$ cat config.mk
export PLATFORM = sky130hd
export DESIGN_NAME = hw_sem_top
export DESIGN_NICKNAME = d
export VERILOG_FILES = /design/src/rtl/sem_pkg.sv /design/src/rtl/sem_rst_sync.sv /design/src/rtl/sem_port_req.sv /design/src/rtl/sem_grant_arb.sv /design/src/rtl/sem_lock_core.sv /design/src/rtl/sem_rsp_reg.sv /design/src/rtl/hw_sem_top.sv
export SDC_FILE = /design/constraint.sdc
export NUM_CORES = 1
export LEC_CHECK = 0
export BUFFER_PORTS_ARGS = -buffer_cell sky130_fd_sc_hd__clkbuf_2
export CORE_UTILIZATION = 28
export CTS_CLUSTER_DIAMETER = 40
export DETAILED_ROUTE_END_ITERATION = 10
export PLACE_DENSITY = 0.91
export SKIP_LAST_GASP = 1
export SYNTH_ARGS = -nofsm -noshare
export SYNTH_HDL_FRONTEND = slang
export SYNTH_SLANG_ARGS = --single-unit
$ cat constraint.sdc
create_clock -name clk -period 1.8 [get_ports clk]
set_clock_uncertainty 0.1 [all_clocks]
set_input_delay 0.36 -clock clk [delete_from_list [all_inputs] [get_ports clk]]
set_output_delay 0.36 -clock clk [all_outputs]
set_load 0.02 [all_outputs]
$ cat src/rtl/sem_pkg.sv
package sem_pkg;
  localparam int unsigned SEM_PORTS = 2;
  typedef enum logic [0:0] {
    PORT_INTERNAL = 1'b0,
    PORT_EXTERNAL = 1'b1
  } sem_port_e;
endpackage

$ cat src/rtl/sem_rst_sync.sv
module sem_rst_sync #(
  parameter int unsigned STAGES = 2
) (
  input  logic clk,
  input  logic rst_n,
  output logic rst_n_sync
);
  logic [STAGES-1:0] sync_q;
  logic [STAGES-1:0] sync_d;

  always_comb begin
    sync_d = {sync_q[STAGES-2:0], 1'b1};
  end

  always_ff @(posedge clk or negedge rst_n) begin
    if (!rst_n) sync_q <= '0;
    else        sync_q <= sync_d;
  end

  assign rst_n_sync = sync_q[STAGES-1];
endmodule

$ cat src/rtl/sem_port_req.sv
module sem_port_req #(
  parameter int unsigned DATA_W = 32
) (
  input  logic              rd,
  input  logic              wr,
  input  logic [DATA_W-1:0] wdata,
  output logic              rd_req,
  output logic              clr_req
);
  always_comb begin
    rd_req  = rd;
    clr_req = wr & (|wdata);
  end
endmodule

$ cat src/rtl/sem_grant_arb.sv
module sem_grant_arb #(
  parameter int unsigned NP = 2
) (
  input  logic [NP-1:0] rd_req,
  input  logic          lock_free,
  output logic [NP-1:0] gnt
);
  logic [NP:0] seen;

  assign seen[0] = 1'b0;

  for (genvar p = 0; p < NP; p++) begin : g_pri
    assign gnt[p]    = rd_req[p] & lock_free & ~seen[p];
    assign seen[p+1] = seen[p] | rd_req[p];
  end
endmodule

$ cat src/rtl/sem_lock_core.sv
module sem_lock_core (
  input  logic clk,
  input  logic rst_n,
  input  logic clr_any,
  input  logic gnt_any,
  output logic lock_free,
  output logic lock_q
);
  logic lock_d;
  logic lock_en;
  logic held_after_clr;

  always_comb begin
    held_after_clr = lock_q & ~clr_any;
    lock_free      = ~held_after_clr;
    lock_en        = clr_any | gnt_any;
    lock_d         = held_after_clr | gnt_any;
  end

  always_ff @(posedge clk or negedge rst_n) begin
    if (!rst_n)       lock_q <= 1'b0;
    else if (lock_en) lock_q <= lock_d;
  end
endmodule

$ cat src/rtl/sem_rsp_reg.sv
module sem_rsp_reg #(
  parameter int unsigned DATA_W = 32
) (
  input  logic              clk,
  input  logic              rst_n,
  input  logic              rd_req,
  input  logic              gnt,
  output logic              rvalid,
  output logic [DATA_W-1:0] rdata
);
  logic [DATA_W-1:0] rdata_d;

  always_comb begin
    rdata_d = gnt ? '0 : '1;
  end

  always_ff @(posedge clk or negedge rst_n) begin
    if (!rst_n) rvalid <= 1'b0;
    else        rvalid <= rd_req;
  end

  always_ff @(posedge clk or negedge rst_n) begin
    if (!rst_n)      rdata <= '0;
    else if (rd_req) rdata <= rdata_d;
  end
endmodule

$ cat src/rtl/hw_sem_top.sv
module hw_sem_top #(
  parameter int unsigned DATA_W = 32
) (
  input  logic              clk,
  input  logic              rst_n,
  input  logic              int_rd,
  input  logic              int_wr,
  input  logic [DATA_W-1:0] int_wdata,
  output logic              int_rvalid,
  output logic [DATA_W-1:0] int_rdata,
  input  logic              ext_rd,
  input  logic              ext_wr,
  input  logic [DATA_W-1:0] ext_wdata,
  output logic              ext_rvalid,
  output logic [DATA_W-1:0] ext_rdata
);
  import sem_pkg::*;
  localparam int unsigned NP = SEM_PORTS;

  logic              rst_n_sync;
  logic [NP-1:0]     rd_v;
  logic [NP-1:0]     wr_v;
  logic [DATA_W-1:0] wd_a [NP];
  logic [NP-1:0]     rd_req_v;
  logic [NP-1:0]     clr_v;
  logic [NP-1:0]     gnt_v;
  logic [NP-1:0]     rv_v;
  logic [DATA_W-1:0] rdat_a [NP];
  logic              lock_free;
  logic              lock_q;

  assign rd_v[PORT_INTERNAL] = int_rd;
  assign rd_v[PORT_EXTERNAL] = ext_rd;
  assign wr_v[PORT_INTERNAL] = int_wr;
  assign wr_v[PORT_EXTERNAL] = ext_wr;
  assign wd_a[PORT_INTERNAL] = int_wdata;
  assign wd_a[PORT_EXTERNAL] = ext_wdata;

  sem_rst_sync #(.STAGES(2)) u_rst (
    .clk(clk), .rst_n(rst_n), .rst_n_sync(rst_n_sync)
  );

  for (genvar p = 0; p < NP; p++) begin : g_port
    sem_port_req #(.DATA_W(DATA_W)) u_req (
      .rd(rd_v[p]), .wr(wr_v[p]), .wdata(wd_a[p]),
      .rd_req(rd_req_v[p]), .clr_req(clr_v[p])
    );
    sem_rsp_reg #(.DATA_W(DATA_W)) u_rsp (
      .clk(clk), .rst_n(rst_n_sync), .rd_req(rd_req_v[p]), .gnt(gnt_v[p]),
      .rvalid(rv_v[p]), .rdata(rdat_a[p])
    );
  end

  sem_grant_arb #(.NP(NP)) u_arb (
    .rd_req(rd_req_v), .lock_free(lock_free), .gnt(gnt_v)
  );

  sem_lock_core u_core (
    .clk(clk), .rst_n(rst_n_sync), .clr_any(|clr_v), .gnt_any(|gnt_v),
    .lock_free(lock_free), .lock_q(lock_q)
  );

  assign int_rvalid = rv_v[PORT_INTERNAL];
  assign int_rdata  = rdat_a[PORT_INTERNAL];
  assign ext_rvalid = rv_v[PORT_EXTERNAL];
  assign ext_rdata  = rdat_a[PORT_EXTERNAL];
endmodule

## Word level (Yosys, flattened, before mapping)

Index checks and enable logic that the tools add are counted.

| storage, ports and cells | value |
|---|---|
| logic and storage cells | 23 |
| output and inout port bits | 66 |
| register bits | 69 |
| bits of input ports | 70 |

| cells by class | value |
|---|---|
| reductions and logical operators | 4 |
| bitwise operators | 11 |
| muxes and demuxes | 2 |

Operator list:

| kind | number |
|---|---|
| $mux W32 | 2 |
| $reduce_or A32 Y1 | 2 |
| $and A1 B1 Y1 | 6 |
| $reduce_or A2 Y1 | 2 |
| $not A1 Y1 | 3 |
| $or A1 B1 Y1 | 2 |

## Longest topological paths before layout

Gate-level depths: netlist of run 1.

| depth | value |
|---|---|
| depth in word-level cells | 10 |
| depth in mapped cells | 5 |
| depth with buffers taken out | 5 |

## By module

From an unflattened synthesis of run 1, not the netlist that was laid out.

| unflattened totals | value |
|---|---|
| cells, all modules | 104 |
| area total of the unflattened synthesis | 890.9 sq um |

By module, submodules not included:

| module | times used | area an instance (sq um) | seq. area each (sq um) | cells each |
|---|---|---|---|---|
| sem_rsp_reg | 2 | 296.5 | 50.0 | 35 |
| sem_port_req | 2 | 83.8 | 0.0 | 12 |
| sem_rst_sync | 1 | 53.8 | 50.0 | 3 |
| sem_lock_core | 1 | 47.5 | 25.0 | 3 |
| sem_grant_arb | 1 | 16.3 | 0.0 | 2 |
| hw_sem_top | 1 | 12.5 | 0.0 | 2 |

## Worst setup path after synthesis of run 1

Ideal clock, no wire load.

| path | value |
|---|---|
| path kind | register -> output |
| start point | register, netlist name g_port[1].u_rsp.rdata[30] |
| end point | output ext_rdata[10] |
| data required time | 1.340 ns |
| slack | 0.181 ns |
| buffers on the path | 1 |
| arrival time | 1.159 ns |
| stages on the path, launching flop included | 2 |
| cells stage by stage | dfrtp_1 > buf_4 |

RTL lines:

| item | RTL line | source |
|---|---|---|
| to (decl) | hw_sem_top.sv:15 | `output logic [DATA_W-1:0] ext_rdata` |

==> summary.md, run 1 <==
| Metric | Value |
|---|---|
| Largest net degree at the start of global routing | 33 |
| Crit path launch type | flop |
| Setup bufs post-CTS | 0 |
| Setup ws final | 0.252 ns |
| Drt drc | 0 |
| Initial antenna violation count | 0 |
| Period utilization | 86.0% |
| Vias per inst | 4.10 |
| Clk pin slew, worst setup/hold paths | 0.05 ns |
| Net Sw Frac | 44.7% |
| Fin. max-slew vios | 0 |
| Cts hold-fix bufs | 2 |
| Psw | 0.323 mW |
| CTS Sinks | 7 |
| Place WS | 0.221 ns |
| Kind of critical path | flop to primary output |
| Leak | 0.709 nW |
| Die Span Y | 55.9 um |
| Synth top area cells | buf_4, dfrtp_1, nor4_1 |
| DR WL/cell | 9.01 um |
| Post-Syn Instances | 100 |
| Total global-route track usage | 11.7% |
| Sequential area share after synthesis | 21.5% |
| Root Buffer | clkbuf_4 |
| Hold Path Class | primary input to flop |
| Synth Area per Inst | 8.15 um^2 |
| Vias in the first global route | 721 |
| Final hold violation count | 0 |
| Pint | 0.400 mW |
| Max VDD drop | 0.322 mV |
| Pwr dens | 642 nW/um^2 |
| Initial core utilization | 29.5% |
| Clock power frac | 19.2% |
| First-pass GRT wire length | 2.88 mm |
| ANT cells | 0 |
| H-Tree Depth | 1 |
| Num CTS Buffers | 3 |
| CP Max Fanout | 32 |
| FF+latch count, synth | 7 |
| Syn nets | 170 |
| Top cell type by total area after synthesis | buf_4 |
| Flop pwr share | 23.6% |
| RSZ-0062 raised after global routing | false |
| Min Tclk post-route | 1.55 ns |
| Drt pass-1 iters | 2 |
| Final ANT Viol Nets | 0 |
| Syn. warnings | 0 |
| Placed Instances | 206 |
| Mapped cell area | 815 um^2 |
| Outcome | finished, final reports clean |
| Gpl congestion | 0.753 |
| 1st-iter DRT viols | 13 |
| Share of layout cells above drive strength 1 | 77.3% |
| Hpwl dp | 1.75 mm |
| Clock Tree Buf Depth | 2 |
| CTS tree | done |
| Core Util, Final | 40.8% |
| Critical path data arrival time | 1.09 ns |
| Synth top area share | 57.1% |
| Cell Count, Final, Fillers Out | 212 |
| Routed Wire Length | 1.91 mm |
| Synth unique cells | 11 |
| Port Buffers | 135 |
| Nets | 252 |
| Max frequency | 646 MHz |
| Die Area | 3130 um^2 |
| DIE WIDTH | 55.9 um |
| Via count | 869 |
| Setup TNS | 0 ns |
| Area grow syn2layout | 38.1% |
| Number of setup violations in the final report | 0 |
| Core Rows | 19 |
| WP data required | 1.34 ns |
| Max-cap violations | 0 |
| I/O pins | 136 |
| Latest clock arrival within the worst-skew pair | 0.24 ns |
| Min Hold Slack | 0.162 ns |
| Comb pwr share | 57.2% |
| Gr ovfl total | 0 |
| Critical Path Sink Type | primary output |
| Core area | 2760 um^2 |
| Post-cts resize count | 0 |
-- synthesized netlist by cell type --
master	number
a31oi_1	1
buf_4	62
conb_1	1
dfrtp_1	7
inv_1	1
nand2_1	2
nand3_1	1
nand4_1	4
nor2_1	2
nor4_1	16
o21ai_1	3
-- sequential cells by signal, indices dropped and copies added, names as in the netlist --
| register | flops |
|---|---|
| u_core.lock_q | 1 |
| g_port.u_rsp.rvalid | 2 |
| g_port.u_rsp.rdata | 2 |
| u_rst.sync_q | 2 |
-- final timing paths --
check / startpoint / endpoint / slack (ns) / cells after the start
max in group asynchronous: u_rst.sync_q[1]$_DFF_PN0_ / g_port[0].u_rsp.rvalid$_DFF_PN0_ / 0.90 / 1
hold reg to reg: u_rst.sync_q[0]$_DFF_PN0_ / u_rst.sync_q[1]$_DFF_PN0_ / 0.25 / 0
hold / removal: int_rd / g_port[0].u_rsp.rvalid$_DFF_PN0_ / 0.16 / 1
min in group asynchronous: rst_n / u_rst.sync_q[0]$_DFF_PN0_ / 0.36 / 2
setup reg to reg: u_rst.sync_q[1]$_DFF_PN0_ / g_port[0].u_rsp.rvalid$_DFF_PN0_ / 0.90 / 1
setup / recovery: g_port[0].u_rsp.rdata[30]$_DFFE_PN0P_ / int_rdata[18] / 0.25 / 2
-- through the flow --
stage                     total power [mW]  instance area [um^2]
after floorplan                      0.557                   815
after global placement               0.582                  1080
after CTS                            0.734                  1120
after detailed placement             0.589                  1080
final                                0.723                  1120
after global routing                 0.765                  1120
-- kinds of logic after synthesis --
kind of cell / share of synthesized area [%]
compound gates: 2.61
buf+inv: 57.6
flops: 21.5
other cells: 0.460
simple gates: 17.8
-- critical path, cell delays in order (launching register included) --
cell	delay (ns)
dfrtp_1	0.35
buf_4	0.27
clkbuf_2	0.22
-- power groups by stage --
stage | clock network, mW | registers [mW] | logic, mW
final | 0.138 | 0.171 | 0.413
after global routing | 0.153 | 0.172 | 0.441
after CTS | 0.145 | 0.171 | 0.419
after detailed placement | 0 | 0.175 | 0.413
after global placement | 0 | 0.175 | 0.407
after floorplan | 0 | 0.206 | 0.351
-- per-layer routing --
layer  share of wire (%)  GRT usage (%)  up-vias
li1                    -              -      442
met1                  35           12.1      364
met2                  55           23.1       61
met3                 8.6           1.40        2
met4                0.63           5.23        0
met5                   0              0        -
-- cell usage in the layout, fill, tap and decap left out --
cell and n:
nand2_1 2, a31oi_1 1, nand4_1 4, clkbuf_1 1, dlygate4sd3_1 2, conb_1 1
dfrtp_1 7, nor2_1 2, nand3_1 1, inv_1 1, nor4_1 16, buf_4 2
o21ai_1 3, clkbuf_2 135, clkbuf_4 3
-- layout make-up --
| cell class | count | area, um^2 |
|---|---|---|
| repair buffers | 139 | 711 |
| multi-input cells | 30 | 170 |
| well taps | 31 | 38.8 |
| flip-flops and latches | 7 | 175 |
| inverters | 1 | 3.75 |
| clock buffers | 4 | 26.3 |
| fillers | 307 | 1630 |
Note: power is estimated with default switching activity, not from simulation.
==> run 2: changes to the inputs <==
--- a/config.mk
+++ b/config.mk
@@ -9,7 +9,8 @@
 export CORE_UTILIZATION = 28
 export CTS_CLUSTER_DIAMETER = 40
 export DETAILED_ROUTE_END_ITERATION = 10
-export PLACE_DENSITY = 0.91
+export PLACE_DENSITY_LB_ADDON = 0.12
+export RECOVER_POWER = 50
 export SKIP_LAST_GASP = 1
 export SYNTH_ARGS = -nofsm -noshare
 export SYNTH_HDL_FRONTEND = slang
==> summary.md, run 2 (synthesized netlist as in run 1, its figures left out) <==
| Metric | Value |
|---|---|
| Outcome | finished, final reports clean |
| Vias per inst | 4.19 (+2.2%) |
| Core Rows | 19 (unchanged) |
| Psw | 0.321 mW (-0.65%) |
| Clock power frac | 19.3% (about the same) |
| Num CTS Buffers | 3 (unchanged) |
| I/O pins | 136 (unchanged) |
| Kind of critical path | flop to primary output |
| Most common cell after layout, fill and taps aside | clkbuf_2 |
| Cell Area, Placed | 1080 um^2 (unchanged) |
| H-Tree Depth | 1 (unchanged) |
| Critical Path Max Stage Delay | 0.34 ns (about the same) |
| Core Util, Final | 39.5% (-1.3 points) |
| Min Tclk post-route | 1.57 ns (+0.0224 ns) |
| Critical path data arrival time | 1.11 ns (+0.02 ns) |
| Drt pass-1 iters | 4 (+2) |
| Final ANT Viol Nets | 0 (unchanged) |
| Setup ws final | 0.229 ns (-0.0224 ns) |
| DR WL/cell | 9.25 um (+2.6%) |
| Critical Path Sink Type | primary output |
| Top Registers | g_port.u_rsp.rdata: 2 flops, g_port.u_rsp.rvalid: 2 flops, u_rst.sync_q: 2 flops |
| Root Buffer | clkbuf_4 |
| Latest clock arrival within the worst-skew pair | 0.25 ns (about the same) |
| Clock Tree Buf Depth | 2 (unchanged) |
| Nets | 252 (unchanged) |
| Max-cap violations | 0 (unchanged) |
| Commonest cells after routing, fill and taps aside | clkbuf_2, clkbuf_1, nor4_1 |
| Place WS | 0.230 ns (+0.00929 ns) |
| Fin. max-slew vios | 0 (unchanged) |
| Largest net degree at the start of global routing | 33 (unchanged) |
| Setup TNS | 0 ns (unchanged) |
| Die Span Y | 55.9 um (unchanged) |
| Min Hold Slack | 0.170 ns (+0.00844 ns) |
| WP data required | 1.34 ns (about the same) |
| Core area | 2760 um^2 (unchanged) |
| Final hold violation count | 0 (unchanged) |
| Routed Wire Length | 1.96 mm (+2.6%) |
| Hold Path Class | primary input to flop |
| Die Area | 3130 um^2 (unchanged) |
| First-pass GRT wire length | 2.97 mm (+3.3%) |
| Cell family with most CP delay | buffers and inverters |
| Via count | 888 (+2.2%) |
| Area grow syn2layout | 33.8% |
| Final design instance area without fill | 1090 um^2 (-3.1%) |
| Max frequency | 637 MHz (-1.4%) |
| Hpwl dp | 1.83 mm (+4.6%) |
| Drt drc | 0 (unchanged) |
| Pint | 0.389 mW (-2.8%) |
| Number of setup violations in the final report | 0 (unchanged) |
| RSZ-0062 raised after global routing | false |
| Cells along the critical path | buf_4 -> clkbuf_1 |
| Initial antenna violation count | 0 (unchanged) |
| Leak | 0.619 nW (-13%) |
| Pwr dens | 651 nW/um^2 (+1.3%) |
| Share of layout cells above drive strength 1 | 61.9% (-15 points) |
| Flop pwr share | 24.1% (+0.5 points) |
| Vias in the first global route | 802 (+11%) |
| ANT cells | 0 (unchanged) |
| CTS Sinks | 7 (unchanged) |
| Crit path launch type | flop |
| CP max stage cell | dfrtp_1 |
| Buf/Inv on CP | 2 (unchanged) |
| Initial core utilization | 29.5% (unchanged) |
| DIE WIDTH | 55.9 um (unchanged) |
| Gr ovfl total | 0 (unchanged) |
| Clk pin slew, worst setup/hold paths | 0.05 ns (about the same) |
| Gpl congestion | 0.777 (+3.1%) |
| CTS tree | done |
| CP Max Fanout | 32 (unchanged) |
| Max VDD drop | 0.299 mV (-7.2%) |
| Period utilization | 87.3% (+1.2 points) |
| Total global-route track usage | 12.0% (+0.30 points) |
| Comb pwr share | 56.6% (-0.6 points) |
| 1st-iter DRT viols | 2 (-11) |
| Port Buffers | 135 (unchanged) |
| Net Sw Frac | 45.2% (+0.55 points) |
## run 2: cell counts in the layout (fill, tap and decap cells not counted)
Identical to the previous run, type by type.
## run 2: worst paths after layout
kind | startpoint | end | slack [ns] | cells after the start
max | g_port[0].u_rsp.rdata[30]$_DFFE_PN0P_ | int_rdata[17] | 0.23 | 2
min | int_rd | g_port[0].u_rsp.rvalid$_DFF_PN0_ | 0.17 | 1
max reg2reg | u_rst.sync_q[1]$_DFF_PN0_ | g_port[1].u_rsp.rvalid$_DFF_PN0_ | 0.90 | 1
min reg2reg | u_rst.sync_q[0]$_DFF_PN0_ | u_rst.sync_q[1]$_DFF_PN0_ | 0.25 | 0
max in group asynchronous | u_rst.sync_q[1]$_DFF_PN0_ | g_port[1].u_rsp.rvalid$_DFF_PN0_ | 0.90 | 1
min in group asynchronous | rst_n | u_rst.sync_q[0]$_DFF_PN0_ | 0.33 | 2
## run 2: final cells by class
type | instances | area [um^2]
Clock buffer | 4 | 26.3
Tap cell | 31 | 38.8
Timing Repair Buffer | 139 | 676
Inverter | 1 | 3.75
Sequential cell | 7 | 175
Fill cell | 290 | 1670
Multi-Input combinational cell | 30 | 170
## run 2: power groups by stage
stage	Sequential (mW)	Clock, mW	Combinational [mW]
after floorplan	0.206	0	0.351
after global placement	0.175	0	0.411
after detailed placement	0.176	0	0.411
after CTS	0.171	0.146	0.417
after global routing	0.171	0.154	0.429
final	0.171	0.137	0.401
## run 2: timing repair
| action | 4_1_cts | 5_1_grt |
|---|---|---|
| gates resized for setup | 0 | 0 |
| buffers inserted | 0 | 0 |
| hold buffers | 2 | 0 |
| setup endpoints to repair | 0 | 0 |
| endpoints found under the hold margin | 7 | 0 |
## run 2: routing by layer
layer | track usage, % | wire, um | vias to the layer above
li1 | - | - | 444
met1 | 12.0 | 718 | 371
met2 | 21.5 | 1020 | 69
met3 | 2.79 | 187 | 4
met4 | 8.71 | 31 | 0
met5 | 0 | 0 | -
## run 2: through the flow
step	power, mW	instances
after CTS	0.733	212
after global routing	0.754	212
after detailed placement	0.587	206
after floorplan	0.557	100
final	0.709	212
after global placement	0.587	206
